==> src/rtl/swflow_pkg.sv <==
// Shared types and constants for the software flow control engine.
package swflow_pkg;
    // Pair selector encoding, used by both the receive and transmit fields.
    typedef enum logic [1:0] {
        PAIR_NONE = 2'b00,
        PAIR_TWO  = 2'b01,
        PAIR_ONE  = 2'b10,
        PAIR_BOTH = 2'b11
    } pair_sel_t;

    // Transmit injector sequencing states.
    typedef enum logic [1:0] {
        TX_IDLE  = 2'b00,
        TX_GAP1  = 2'b01,
        TX_WAITB = 2'b10,
        TX_GAP2  = 2'b11
    } tx_state_t;

    localparam logic [7:0] IID_FLOWCHAR = 8'h10;
    localparam logic [7:0] IID_NONE     = 8'h01;
    localparam int NOTIFY_HOLD_BIT = 3;
    localparam int NOTIFY_SENT_BIT = 4;
endpackage

==> src/rtl/swflow_rx_match.sv <==
// Receive matcher: compares incoming characters with the programmed flow
// codes, reports stop/resume events and forwards every other byte.
// Assumes received strobes are never in adjacent cycles, and that the
// receive selector changes only while the line is quiet.
module swflow_rx_match
    import swflow_pkg::*;
#(
    parameter int CW = 8
) (
    input  logic          clk,
    input  logic          rst_n,
    input  logic [1:0]    rx_sel,
    input  logic [CW-1:0] xon1,
    input  logic [CW-1:0] xon2,
    input  logic [CW-1:0] xoff1,
    input  logic [CW-1:0] xoff2,
    input  logic          rx_valid,
    input  logic [CW-1:0] rx_data,
    output logic          out_valid,
    output logic [CW-1:0] out_data,
    output logic          evt_xoff,
    output logic          evt_xon
);
    logic          held_valid;
    logic          held_xoff;
    logic [CW-1:0] held_byte;
    logic          queue_valid;
    logic [CW-1:0] queue_byte;

    logic pass, release_held, start_xoff, start_xon, queue_new, seq_done;

    // Classify the current character according to the selected pair mode.
    always_comb begin
        evt_xoff     = 1'b0;
        evt_xon      = 1'b0;
        pass         = 1'b0;
        release_held = 1'b0;
        start_xoff   = 1'b0;
        start_xon    = 1'b0;
        queue_new    = 1'b0;
        seq_done     = 1'b0;
        if (rx_valid) begin
            case (pair_sel_t'(rx_sel))
                PAIR_ONE: begin
                    if (rx_data == xoff1)      evt_xoff = 1'b1;
                    else if (rx_data == xon1)  evt_xon  = 1'b1;
                    else                       pass     = 1'b1;
                end
                PAIR_TWO: begin
                    if (rx_data == xoff2)      evt_xoff = 1'b1;
                    else if (rx_data == xon2)  evt_xon  = 1'b1;
                    else                       pass     = 1'b1;
                end
                PAIR_BOTH: begin
                    if (held_valid && held_xoff && rx_data == xoff2) begin
                        evt_xoff = 1'b1;
                        seq_done = 1'b1;
                    end else if (held_valid && !held_xoff && rx_data == xon2) begin
                        evt_xon  = 1'b1;
                        seq_done = 1'b1;
                    end else begin
                        release_held = held_valid;
                        if (rx_data == xoff1)      start_xoff = 1'b1;
                        else if (rx_data == xon1)  start_xon  = 1'b1;
                        else if (held_valid)       queue_new  = 1'b1;
                        else                       pass       = 1'b1;
                    end
                end
                default: pass = 1'b1;
            endcase
        end
    end

    // Forward passed, released and queued bytes to the receive buffer.
    always_ff @(posedge clk) begin
        if (!rst_n) begin
            out_valid   <= 1'b0;
            out_data    <= '0;
            queue_valid <= 1'b0;
            queue_byte  <= '0;
        end else begin
            out_valid <= 1'b0;
            if (queue_valid) begin
                out_valid   <= 1'b1;
                out_data    <= queue_byte;
                queue_valid <= 1'b0;
            end
            if (pass) begin
                out_valid <= 1'b1;
                out_data  <= rx_data;
            end
            if (release_held) begin
                out_valid <= 1'b1;
                out_data  <= held_byte;
            end
            if (queue_new) begin
                queue_valid <= 1'b1;
                queue_byte  <= rx_data;
            end
        end
    end

    // Keep the first half of a two-byte flow sequence until it resolves.
    always_ff @(posedge clk) begin
        if (!rst_n) begin
            held_valid <= 1'b0;
            held_xoff  <= 1'b0;
            held_byte  <= '0;
        end else if (start_xoff || start_xon) begin
            held_valid <= 1'b1;
            held_xoff  <= start_xoff;
            held_byte  <= rx_data;
        end else if (seq_done || release_held || pair_sel_t'(rx_sel) != PAIR_BOTH) begin
            held_valid <= 1'b0;
        end
    end


    rx_gap_chk: assert property (@(posedge clk) disable iff (!rst_n)
        rx_valid |=> !rx_valid);

    consume_chk: assert property (@(posedge clk) disable iff (!rst_n)
        (evt_xoff || evt_xon) |=> !out_valid);

    pass_chk: assert property (@(posedge clk) disable iff (!rst_n)
        (rx_valid && rx_sel == 2'b00) |=> (out_valid && out_data == $past(rx_data)));
endmodule

==> src/rtl/swflow_tx_inject.sv <==
// Transmit injector: latches stop/resume requests and issues the selected
// flow code bytes whenever the transmitter reports idle, ahead of data.
// Assumes the transmitter drops tx_idle within one cycle of taking a byte.
module swflow_tx_inject
    import swflow_pkg::*;
#(
    parameter int CW = 8
) (
    input  logic          clk,
    input  logic          rst_n,
    input  logic [1:0]    tx_sel,
    input  logic [CW-1:0] xon1,
    input  logic [CW-1:0] xon2,
    input  logic [CW-1:0] xoff1,
    input  logic [CW-1:0] xoff2,
    input  logic          req_xoff,
    input  logic          req_xon,
    input  logic          tx_idle,
    output logic          inject_valid,
    output logic [CW-1:0] inject_data,
    output logic          busy,
    output logic          sent_xoff
);
    tx_state_t     state;
    logic          pend_valid;
    logic          pend_xoff;
    logic          cur_xoff;
    logic          sel_on;
    logic          launch_a;
    logic          launch_b;
    logic [CW-1:0] first_byte;
    logic [CW-1:0] second_byte;

    // Decide launches and the bytes they carry.
    always_comb begin
        sel_on      = (pair_sel_t'(tx_sel) != PAIR_NONE);
        launch_a    = (state == TX_IDLE) && pend_valid && tx_idle && sel_on;
        launch_b    = (state == TX_WAITB) && tx_idle && sel_on;
        if (pair_sel_t'(tx_sel) == PAIR_TWO)
            first_byte = pend_xoff ? xoff2 : xon2;
        else
            first_byte = pend_xoff ? xoff1 : xon1;
        second_byte = cur_xoff ? xoff2 : xon2;
        sent_xoff   = (launch_a && pend_xoff && pair_sel_t'(tx_sel) != PAIR_BOTH)
                    || (launch_b && cur_xoff);
        busy        = pend_valid || (state != TX_IDLE);
    end

    // Latch requests; stop wins over resume, disabled mode drops them.
    always_ff @(posedge clk) begin
        if (!rst_n) begin
            pend_valid <= 1'b0;
            pend_xoff  <= 1'b0;
        end else if (!sel_on) begin
            pend_valid <= 1'b0;
        end else if (req_xoff) begin
            pend_valid <= 1'b1;
            pend_xoff  <= 1'b1;
        end else if (req_xon) begin
            pend_valid <= 1'b1;
            pend_xoff  <= 1'b0;
        end else if (launch_a) begin
            pend_valid <= 1'b0;
        end
    end

    // Sequence one or two code bytes with a gap cycle after each.
    always_ff @(posedge clk) begin
        if (!rst_n) begin
            state        <= TX_IDLE;
            cur_xoff     <= 1'b0;
            inject_valid <= 1'b0;
            inject_data  <= '0;
        end else begin
            inject_valid <= 1'b0;
            case (state)
                TX_IDLE: if (launch_a) begin
                    inject_valid <= 1'b1;
                    inject_data  <= first_byte;
                    cur_xoff     <= pend_xoff;
                    state        <= (pair_sel_t'(tx_sel) == PAIR_BOTH) ? TX_GAP1 : TX_GAP2;
                end
                TX_GAP1: state <= TX_WAITB;
                TX_WAITB: begin
                    if (launch_b) begin
                        inject_valid <= 1'b1;
                        inject_data  <= second_byte;
                        state        <= TX_GAP2;
                    end else if (!sel_on) begin
                        state <= TX_IDLE;
                    end
                end
                default: state <= TX_IDLE;
            endcase
        end
    end


    tx_off_chk: assert property (@(posedge clk) disable iff (!rst_n)
        (tx_sel == 2'b00) |=> !inject_valid);

    tx_idle_chk: assert property (@(posedge clk) disable iff (!rst_n)
        inject_valid |-> $past(tx_idle));

    tx_spacing_chk: assert property (@(posedge clk) disable iff (!rst_n)
        inject_valid |=> !inject_valid);
endmodule

==> src/rtl/swflow_status.sv <==
// Status and interrupt: keeps the transmit hold state, the sticky notify
// bits and the flow-code interrupt cause.
// Assumes event inputs are single-cycle pulses from the matcher and injector.
module swflow_status
    import swflow_pkg::*;
(
    input  logic       clk,
    input  logic       rst_n,
    input  logic       evt_xoff,
    input  logic       evt_xon,
    input  logic       rx_valid,
    input  logic       any_resume,
    input  logic       sent_xoff,
    input  logic       inject_busy,
    input  logic       status_clr,
    input  logic       irq_en,
    output logic       tx_hold,
    output logic       flow_flag,
    output logic [7:0] notify,
    output logic       irq,
    output logic [7:0] iid
);
    logic hold_q, stk_hold, stk_sent, cause_q, release_now;

    // Combine hold sources and format the status outputs.
    always_comb begin
        release_now = evt_xon || (any_resume && rx_valid && !evt_xoff);
        tx_hold     = hold_q || inject_busy;
        flow_flag   = hold_q;
        notify      = '0;
        notify[NOTIFY_HOLD_BIT] = stk_hold;
        notify[NOTIFY_SENT_BIT] = stk_sent;
        irq         = cause_q && irq_en;
        iid         = irq ? IID_FLOWCHAR : IID_NONE;
    end

    // Track the receive-driven hold level.
    always_ff @(posedge clk) begin
        if (!rst_n)           hold_q <= 1'b0;
        else if (evt_xoff)    hold_q <= 1'b1;
        else if (release_now) hold_q <= 1'b0;
    end

    // Sticky notify bits and interrupt cause; new events beat a clear.
    always_ff @(posedge clk) begin
        if (!rst_n) begin
            stk_hold <= 1'b0;
            stk_sent <= 1'b0;
            cause_q  <= 1'b0;
        end else begin
            if (status_clr) begin
                stk_hold <= 1'b0;
                stk_sent <= 1'b0;
                cause_q  <= 1'b0;
            end
            if (evt_xoff)            stk_hold <= 1'b1;
            if (sent_xoff)           stk_sent <= 1'b1;
            if (evt_xoff || evt_xon) cause_q  <= 1'b1;
        end
    end


    hold_set_chk: assert property (@(posedge clk) disable iff (!rst_n)
        evt_xoff |=> flow_flag);

    any_release_chk: assert property (@(posedge clk) disable iff (!rst_n)
        (any_resume && rx_valid && !evt_xoff) |=> !flow_flag);

    sticky_hold_chk: assert property (@(posedge clk) disable iff (!rst_n)
        (notify[NOTIFY_HOLD_BIT] && !status_clr) |=> notify[NOTIFY_HOLD_BIT]);

    iid_chk: assert property (@(posedge clk) disable iff (!rst_n)
        irq |-> (iid == IID_FLOWCHAR));
endmodule

==> src/rtl/swflow_ctrl.sv <==
// Top of the software flow control engine: receive matcher, transmit
// injector and status/interrupt logic. Assumes one byte-wide serial port.
module swflow_ctrl
    import swflow_pkg::*;
#(
    parameter int CW = 8
) (
    input  logic          clk,
    input  logic          rst_n,
    input  logic [3:0]    fc_mode,
    input  logic          any_resume,
    input  logic          irq_en,
    input  logic [CW-1:0] xon1,
    input  logic [CW-1:0] xon2,
    input  logic [CW-1:0] xoff1,
    input  logic [CW-1:0] xoff2,
    input  logic          rx_valid,
    input  logic [CW-1:0] rx_data,
    input  logic          req_xoff,
    input  logic          req_xon,
    input  logic          tx_idle,
    input  logic          status_clr,
    output logic          rx_out_valid,
    output logic [CW-1:0] rx_out_data,
    output logic          inject_valid,
    output logic [CW-1:0] inject_data,
    output logic          tx_hold,
    output logic          flow_flag,
    output logic [7:0]    notify,
    output logic          irq,
    output logic [7:0]    iid
);
    logic evt_xoff, evt_xon, sent_xoff, inject_busy;

    swflow_rx_match #(.CW(CW)) u_rx (
        .clk(clk), .rst_n(rst_n), .rx_sel(fc_mode[1:0]),
        .xon1(xon1), .xon2(xon2), .xoff1(xoff1), .xoff2(xoff2),
        .rx_valid(rx_valid), .rx_data(rx_data),
        .out_valid(rx_out_valid), .out_data(rx_out_data),
        .evt_xoff(evt_xoff), .evt_xon(evt_xon)
    );

    swflow_tx_inject #(.CW(CW)) u_tx (
        .clk(clk), .rst_n(rst_n), .tx_sel(fc_mode[3:2]),
        .xon1(xon1), .xon2(xon2), .xoff1(xoff1), .xoff2(xoff2),
        .req_xoff(req_xoff), .req_xon(req_xon), .tx_idle(tx_idle),
        .inject_valid(inject_valid), .inject_data(inject_data),
        .busy(inject_busy), .sent_xoff(sent_xoff)
    );

    swflow_status u_st (
        .clk(clk), .rst_n(rst_n), .evt_xoff(evt_xoff), .evt_xon(evt_xon),
        .rx_valid(rx_valid), .any_resume(any_resume), .sent_xoff(sent_xoff),
        .inject_busy(inject_busy), .status_clr(status_clr), .irq_en(irq_en),
        .tx_hold(tx_hold), .flow_flag(flow_flag), .notify(notify),
        .irq(irq), .iid(iid)
    );


    inject_hold_chk: assert property (@(posedge clk) disable iff (!rst_n)
        inject_valid |-> tx_hold);
endmodule

==> config.mk <==
export PLATFORM = sky130hd
export DESIGN_NAME = swflow_ctrl
export DESIGN_NICKNAME = d
export VERILOG_FILES = /design/src/rtl/swflow_pkg.sv /design/src/rtl/swflow_rx_match.sv /design/src/rtl/swflow_tx_inject.sv /design/src/rtl/swflow_status.sv /design/src/rtl/swflow_ctrl.sv
export SDC_FILE = /design/constraint.sdc
export NUM_CORES = 1
export LEC_CHECK = 0
export BUFFER_PORTS_ARGS = -buffer_cell sky130_fd_sc_hd__buf_2
export CELL_PAD_IN_SITES_DETAIL_PLACEMENT = 1
export CELL_PAD_IN_SITES_GLOBAL_PLACEMENT = 2
export CORE_MARGIN = 2
export CORE_UTILIZATION = 30
export DETAILED_ROUTE_END_ITERATION = 7
export PLACE_DENSITY = 0.84
export SETUP_SLACK_MARGIN = 0.15
export SYNTH_ARGS = -nofsm -noshare
export SYNTH_HDL_FRONTEND = slang
export SYNTH_SLANG_ARGS = --single-unit
==> constraint.sdc <==
create_clock -name clk -period 2.3 [get_ports clk]
set_input_delay 0.46 -clock clk [delete_from_list [all_inputs] [get_ports clk]]
set_output_delay 0.46 -clock clk [all_outputs]
set_load 0.01 [all_outputs]
* Yosys cells after proc, flatten, opt, wreduce, memory -nomap -nowiden
Cells that the tools add are included.
Widths: inputs -> output; s select.
** Word-level totals
- Logic and storage cells :: 157
- Register bits after elaboration :: 46
- Output and inout port bits :: 37
- Input port bits :: 53
** Cells by class
- Equality and inequality tests :: 16
- Reduce and logical (&&, ||, !) cells :: 42
- Muxes and demuxes :: 82
** Operators by type and width (number)
- $mux 8 :: 9
- $mux 1 :: 62
- $eq 8x8->1 :: 4
- $reduce_bool 2->1 :: 9
- $pmux 8 s2 :: 1
- $logic_and 1x1->1 :: 15
- $pmux 1 s3 :: 3
- $eq 2x2->1 const B :: 4
- $logic_or 1x1->1 :: 8
- $mux 2 :: 4
- $reduce_and 2->1 :: 4
- $eq 2x1->1 const B :: 3
- $pmux 2 s3 :: 1
- $reduce_bool 3->1 :: 2
- $mux 5 :: 1
- $ne 2x1->1 const B :: 2
- $ne 2x2->1 const B :: 2
- $ne 3x3->1 const B :: 1
- $reduce_and 3->1 :: 1
- $logic_not 1->1 :: 2
- $logic_not 2->1 :: 1
- $pmux 1 s2 :: 1

* Logic depth before layout (Yosys ltp)
Gate-level depths: netlist of run 1.
- Depth after elaboration :: 11
- Depth in mapped cells :: 8
- Depth with buffers taken out :: 6

* Modules after synthesis
From an unflattened synthesis of run 1, not the netlist that was laid out.
** Second synthesis, totals
- Cell total of the unflattened synthesis :: 328
- Area total of the unflattened synthesis :: 2975.4 um^2
** By module, submodules not included
- swflow_rx_match :: cells an instance 205, times used 1, area an instance 1894.3 um^2, sequential area each 560.5 um^2
- swflow_tx_inject :: cells an instance 91, times used 1, area an instance 809.5 um^2, sequential area each 280.3 um^2
- swflow_status :: cells an instance 32, times used 1, area an instance 271.5 um^2, sequential area each 80.1 um^2

* Worst setup path before layout of run 1
Ideal clock, no wire load.
- Kind :: input -> register
- From :: input rx_data[5]
- To :: register u_rx.queue_byte[7]
- Setup slack :: 0.244 ns
- Buffers on the path :: 1
- Arrival time :: 1.929 ns
- Setup time :: 0.128 ns
- Cell stages on the path :: 7
- Path through :: buf_4 xnor2_1 nand4_2 o211ai_4 a2111oi_4 mux2i_1 nor2_1
** Between the ends
- Longest elaborated chain between the ends :: 7
- Elaborated cells on any way between the ends :: 12
** RTL lines
- from (decl) :: line swflow_ctrl.sv:18 : input logic [CW-1:0] rx_data,
- $eq 8x8->1 :: line swflow_rx_match.sv:64 : else if (rx_data == xon1) start_xon = 1'b1;
- $mux 1 :: line swflow_rx_match.sv:64
- $mux 1 :: line swflow_rx_match.sv:63 : if (rx_data == xoff1) start_xoff = 1'b1;
- $mux 1 :: line swflow_rx_match.sv:58 : end else if (held_valid && !held_xoff && rx_data == xon2) begin
- $mux 1 (*) :: line swflow_rx_match.sv:55 : if (held_valid && held_xoff && rx_data == xoff2) begin
- $mux 1 (*) :: line swflow_rx_match.sv:43 : case (pair_sel_t'(rx_sel))
- $mux 1 (*) :: line swflow_rx_match.sv:42 : if (rx_valid) begin
- to (signal assigned) :: line swflow_rx_match.sv:98 : queue_byte <= rx_data;
- to (decl) :: line swflow_rx_match.sv:28 : logic [CW-1:0] queue_byte;
Every way passes the cells marked *; elsewhere a longest branch is shown, timed or not.
A chain may end at the register's enable or synchronous reset.

* Final worst setup path of run 1
- From :: input rx_data[6]
- To :: register u_rx.out_data[4]
** Between the ends
- Longest elaborated chain between the ends :: 9
- Elaborated cells on any way between the ends :: 23
** RTL lines
- $eq 8x8->1 :: line swflow_rx_match.sv:46, swflow_rx_match.sv:64
- $mux 1 :: line swflow_rx_match.sv:64
- $mux 1 :: line swflow_rx_match.sv:63
- $mux 1 :: line swflow_rx_match.sv:58
- $mux 1 :: line swflow_rx_match.sv:55
- $pmux 1 s3 :: line swflow_rx_match.sv:43
- $mux 1 :: line swflow_rx_match.sv:42
- $mux 8 :: line swflow_rx_match.sv:88 : if (pass) begin
- $mux 8 :: line swflow_rx_match.sv:92 : if (release_held) begin
- to (signal assigned) :: line swflow_rx_match.sv:85 : out_data <= queue_byte;
- to (signal assigned) :: line swflow_rx_match.sv:90 : out_data <= rx_data;
- to (signal assigned) :: line swflow_rx_match.sv:94 : out_data <= held_byte;
- to (decl) :: line swflow_rx_match.sv:20 : output logic [CW-1:0] out_data,
Several ways; a longest one is shown, not always the timed one.

==> results of run 1 <==
placed cells by master (no fill, tap or decap), types with 2 or more instances in the layout:
master / count
buf_2: 77
dfxtp_1: 46
buf_4: 33
xnor2_1: 32
nand2_1: 25
a21oi_1: 22
nor2_1: 20
o21ai_0: 20
mux2i_1: 17
nand4_1: 14
nand3_1: 13
nor2b_1: 12
conb_1: 12
mux2_2: 9
mux4_2: 8
o211ai_1: 8
a31oi_1: 8
a311o_1: 8
inv_1: 5
clkbuf_8: 5
and3_1: 4
nor3_1: 4
o21ai_1: 4
or2_2: 3
and4_1: 2
nand4_2: 2
and2_1: 2
inv_6: 2
registers in the layout (all words and copies together) (netlist names), 2 cells and up:
| register | count |
|---|---|
| u_tx.inject_data | 8 |
| u_rx.queue_byte | 8 |
| u_rx.held_byte | 8 |
| u_rx.out_data | 8 |
| u_tx.state | 2 |
per-layer routing:
metal  GRT usage (%)  vias to the layer above  share of wire, %
met2            30.7                       70                51
met5               0                        -                 0
li1                -                     1402                 -
met3            3.12                       14               3.8
met1            22.3                     1396                44
met4            4.48                        0               1.7
worst max-delay path, stage by stage:
cell	delay [ns]
buf_2	0.13
buf_4	0.15
xnor2_1	0.25
nand4_2	0.21
o211ai_4	0.26
a21oi_1	0.09
buf_4	0.21
a311o_1	0.33
o21ai_0	0.16
final cells by class:
type	instances	share of cell area, %
Tap cell	133	4.44
Clock inverter	3	1.27
Multi-Input combinational cell	265	50.5
Sequential cell	46	24.6
Timing Repair Buffer	110	16.9
Clock buffer	5	1.84
Inverter	5	0.501
worst max-delay path by stage:
stage / to / start / cells past startpoint
after floorplan: u_rx.queue_byte[7] / rx_data[5] / 7
after global placement: u_rx.out_data[0] / rx_data[7] / 7
after detailed placement: u_rx.out_data[3] / rx_data[7] / 7
after CTS: u_rx.out_data[3] / rx_data[7] / 7
after global routing: u_rx.out_data[4] / rx_data[6] / 9
final: u_rx.out_data[4] / rx_data[6] / 9
cell families (layout without fill, tap and decap cells):
| family | Yosys count | count (layout) | share of synthesized area (%) |
|---|---|---|---|
| AOI/OAI and AO/OA | 83 | 83 | 18.5 |
| other | 1 | 12 | 0.123 |
| DFF | 46 | 46 | 30.3 |
| buffers and inverters | 50 | 123 | 9.41 |
| muxes | 34 | 34 | 14.8 |
| and+or+nand+nor | 104 | 104 | 17.7 |
| xor gates and xnor gates | 32 | 32 | 9.21 |
stage by stage:
step	instances	instance area [um2]	util [%]	setup TNS, ns	worst slack [ns]
2_1_floorplan	361	3090	-	0	0.244
3_3_place_gp	559	3620	36.8	-0.553	-0.0699
3_5_place_dp	559	3620	36.8	-1.12	-0.152
4_1_cts	567	3730	38.0	0	0.177
5_1_grt	567	3750	38.1	0	0.154
6_report	567	3750	38.1	0	0.263
report_power, final:
group	switching (mW)	total, mW	internal [mW]
clock network	0.319	0.652	0.332
logic	0.209	0.398	0.190
registers	0.0219	0.844	0.823
synth_stat cells:
| master | n |
|---|---|
| a31oi_1 | 8 |
| nor2b_1 | 12 |
| and3_1 | 4 |
| nand4_1 | 14 |
| clkbuf_1 | 15 |
| o21ai_0 | 20 |
| a22oi_1 | 1 |
| o21ai_1 | 5 |
| a31o_2 | 1 |
| a21oi_1 | 22 |
| mux2i_1 | 17 |
| and4_1 | 2 |
| dfxtp_1 | 46 |
| buf_1 | 3 |
| a32oi_1 | 1 |
| nor3_1 | 4 |
| nand4_2 | 2 |
| buf_4 | 21 |
| or2_2 | 3 |
| mux4_2 | 8 |
| xnor2_1 | 32 |
| a311oi_1 | 1 |
| buf_6 | 2 |
| mux2_2 | 9 |
| and2_1 | 2 |
| o32ai_1 | 1 |
| nor2_1 | 20 |
| o211ai_1 | 8 |
| nor4b_1 | 1 |
| nand3b_1 | 1 |
| nand2_1 | 25 |
| o31ai_2 | 1 |
| a2111oi_4 | 1 |
| o31a_1 | 1 |
| inv_1 | 5 |
| o311a_1 | 1 |
| nand3_1 | 13 |
| buf_2 | 4 |
| nand2b_1 | 1 |
| o211ai_4 | 1 |
| o21a_1 | 1 |
| conb_1 | 1 |
| a311o_1 | 8 |
| o21bai_1 | 1 |
what timing repair did:
action,in CTS,in global routing
gates resized for setup,0,2
hold buffers,0,0
endpoints found under the setup margin,0,9
==> impl_metrics.yaml, run 1 <==
run_status:
  status: "finished, final reports clean"
placed_design:
  hpwl_mm: 7.63
  gp_congestion: 0.831
  portBuffers: 77
drt:
  drc: 0
  firstDrtPassIters: 4
  route.detailed.wl_per_inst_um: 17.0
  vias: 2882
  ant_nets: 0
  drtIter0Drc: 108
  wl_mm: 9.63
  vias_per_cell: 5.08
sta:
  max_slew_margin_pct: 51.4
  finalMaxSlewViolations: 0
  hold_viol: 0
  clock_skew_ns: 0.0109
  post-route-min-period_ns: 2.04
  tightest_slew_ns: 0.729
  hold_ws_ns: 0.439
  post-route-period-util_pct: 88.6
  setup_viol: 0
  rsz0062_at_grt: "false"
  fmax_mhz: 491
yosys:
  synth_top_area_cell: "dfxtp_1"
  postSynthCellCount: 350
  yosys_warnings: 0
  syn_area_mm2: 0.00304
  synth_seq_cells: 46
  syn_area_per_cell_um2: 8.70
  ys_top_cells_by_area: "dfxtp_1 30%, xnor2_1 9.2%, mux4_2 5.9%, mux2i_1 5.6%, buf_4 5.2%"
  synth_seq_area_share_pct: 30.3
  synthDistinctLibCells: 44
  synth_top_area_share_pct: 30.3
die:
  die_y_um: 105
  core_mm2: 0.00982
  rows: 36
  die_area_mm2: 0.0110
  start_util_pct: 31.0
  fp.dieW_um: 105
  io_pins: 90
setup_path:
  endpoint_kind: "flop"
  critPathKind: "in2reg"
  worst_setup_path_start_kind: "input pin"
  reg2reg_slack_ns: 0.46
  r2r_end: "u_rx.queue_byte[3]"
  arrival_ns: 2.27
  regToRegStartpoint: "u_rx.held_valid"
  r2r_cells: 7
  crit_fanout: 17
  worstPathRequired_ns: 2.53
hold_path:
  hold_end: "u_tx.pend_valid"
  hold_path_depth: 2
  hold_path.class: "in2reg"
  hold_start: "req_xon"
pwr:
  ir_drop_v: 0.000230
  p_per_area_mw_per_mm2: 506
  leakage_nw: 1.44
  fin_total_pwr_mw: 1.89
global_route:
  grt_pass1_vias: 2970
  grt_pass1_wl_mm: 15.5
  grt_max_degree: 22
  grt_antenna_before_repair: 0
  grt_remaining_overflow: 0
  grt_usage_pct: 17.6
final_layout:
  fillCellCount: 1217
  register_area_um2: 921
  area_growth_pct: 23.1
  nets: 486
  drive_gt1_share_pct: 33.4
  antenna_cells: 0
  multi_input_area_mm2: 0.00189
clock_network:
  clk_pin_slew_worst_paths_ns: 0.10
  clkSinkCount: 46
  cts_root_buf: "clkbuf_8"
  cts_setup_buffers: 0
  cts_made_buffers: 5
  insertion_delay_ns: 0.31
  tritoncts: "built"
  cts_buffer_depth: 2
  htreeDepth: 2
job:
  maxCapViolCount: 0
No activity file was read; power rests on OpenSTA's default activity.
==> run 2, diff against run 1 <==
- CORE_UTILIZATION: 30 -> 32
- PLACE_DENSITY: 0.84 -> 0.88
- clock period: 2.3 -> 2.4 ns (I/O delays scaled with it)
==> run 2 against run 1 <==
Routed wire length is 0.56% higher. Sequential cell count unchanged. Cell count fell by 0.88%.
==> impl_metrics.yaml, run 2 (same netlist as run 1, synthesis figures left out) <==
run_status:
  status: "finished, final reports clean"
final_layout:
  nets: 485
  layout_commonest_cell: "buf_2"
  final_cells: 562
  area_growth_pct: 22.3
  fin_util_pct: 40.3
  stdcell_area_mm2: 0.00372
  antenna_cells: 0
  drive_gt1_share_pct: 33.3
  layout_common_cells: "77 x buf_2, 46 x dfxtp_1, 32 x xnor2_1, 31 x buf_4, 25 x nand2_1"
sta:
  fmax_mhz: 508
  tightest_slew_ns: 0.798
  hold_ws_ns: 0.445
  clock_skew_ns: 0.0161
  finalMaxSlewViolations: 0
  rsz0062_at_grt: "false"
  max_slew_margin_pct: 46.8
  post-route-period-util_pct: 82.0
  post-route-min-period_ns: 1.97
  hold_viol: 0
  setup_viol: 0
drt:
  drc: 0
  vias: 2895
  vias_per_cell: 5.15
  firstDrtPassIters: 4
  wl_mm: 9.68
  route.detailed.wl_per_inst_um: 17.2
  drtIter0Drc: 162
  ant_nets: 0
setup_path:
  worstPathRequired_ns: 2.64
  endpoint_kind: "flop"
  crit_fanout: 10
  regToRegStartpoint: "u_rx.held_xoff"
  arrival_ns: 2.21
  critPathLaunch: "rx_data[6]"
  critPathKind: "in2reg"
  r2r_cells: 7
  worst_setup_path_start_kind: "input pin"
clock_network:
  htreeDepth: 2
  clk_pin_slew_worst_paths_ns: 0.09
  cts_made_buffers: 5
  hold_buffers: 0
  clkSinkCount: 46
  tritoncts: "built"
  cts_root_buf: "clkbuf_8"
  insertion_delay_ns: 0.32
  cts_buffer_depth: 2
hold_path:
  hold_path.class: "in2reg"
  hold_start: "req_xoff"
  hold_path_depth: 3
die:
  rows: 35
  fp.dieW_um: 102
  die_area_mm2: 0.0103
  io_pins: 90
  core_mm2: 0.00924
  start_util_pct: 32.9
  die_y_um: 102
pwr:
  ir_drop_v: 0.000209
  p_per_area_mw_per_mm2: 460
  leakage_nw: 1.41
placed_design:
  dp.cells: 554
  portBuffers: 77
  hpwl_mm: 7.55
  gp_congestion: 0.805
  placed_cell_area_mm2: 0.00362
global_route:
  grt_pass1_vias: 2943
  grt_remaining_overflow: 0
  grt_usage_pct: 18.9
  grt_pass1_wl_mm: 15.1
  grt_max_degree: 24
  grt_antenna_before_repair: 0
job:
  maxCapViolCount: 0
run 2: cell count changes in the layout (fill, tap and decap cells not counted), sizes merged:
cell,previous run,this run
buf,110,109
bufinv,1,0
clkinvlp,0,2
inv,7,6
run 2: worst max-delay path: stages:
cell	delay, ns
buf_2	0.16
xnor2_1	0.15
nand4_1	0.16
buf_4	0.14
nor3_1	0.05
o21ai_1	0.61
nand4_1	0.24
a21oi_1	0.22
run 2: routing by layer:
metal	up-vias	wire length, um	global-route usage, %	share of wire, %
met5	-	0	0	0
met4	0	115	4.99	1.2
met1	1431	4510	24.3	47
met3	8	355	3.24	3.7
met2	58	4700	32.7	49
li1	1398	-	-	-
run 2: final cells by class:
type,instances,area [um2]
tap,129,161
timing repair buffer,109,638
multi-input combinational,265,1890
sequential,46,921
inverter,5,18.8
fill,1136,5520
clock inverter,3,23.8
clock buffer,5,68.8
run 2: worst paths after layout:
| kind | to | slack, ns |
|---|---|---|
| worst max-delay path | u_rx.held_byte[7] | 0.43 |
| worst min-delay path | u_tx.pend_xoff | 0.44 |
| worst max register to register | u_rx.queue_byte[2] | 0.60 |
| worst min register to register | u_tx.inject_data[3] | 0.44 |
run 2: per-stage QoR:
step / worst slack [ns] / power [mW] / TNS [ns]
after floorplan: 0.324 / 1.07 / 0
after global placement: -0.148 / 1.20 / -0.875
after detailed placement: -0.204 / 1.20 / -1.68
after CTS: 0.251 / 1.72 / 0
after global routing: 0.315 / 1.78 / 0
final: 0.432 / 1.71 / 0
run 2: where the power goes:
group / leakage [nW] / internal, mW / switching (mW)
sequential: 0.374 / 0.788 / 0.0210
combinational: 1.00 / 0.180 / 0.198
clock: 0.0408 / 0.209 / 0.314
total: 1.41 / 1.18 / 0.533
run 2: timing repair:
item	CTS	global route
endpoints found under the hold margin	0	0
endpoints found under the setup margin	5	5
resized for setup	1	1
buffers inserted	0	0
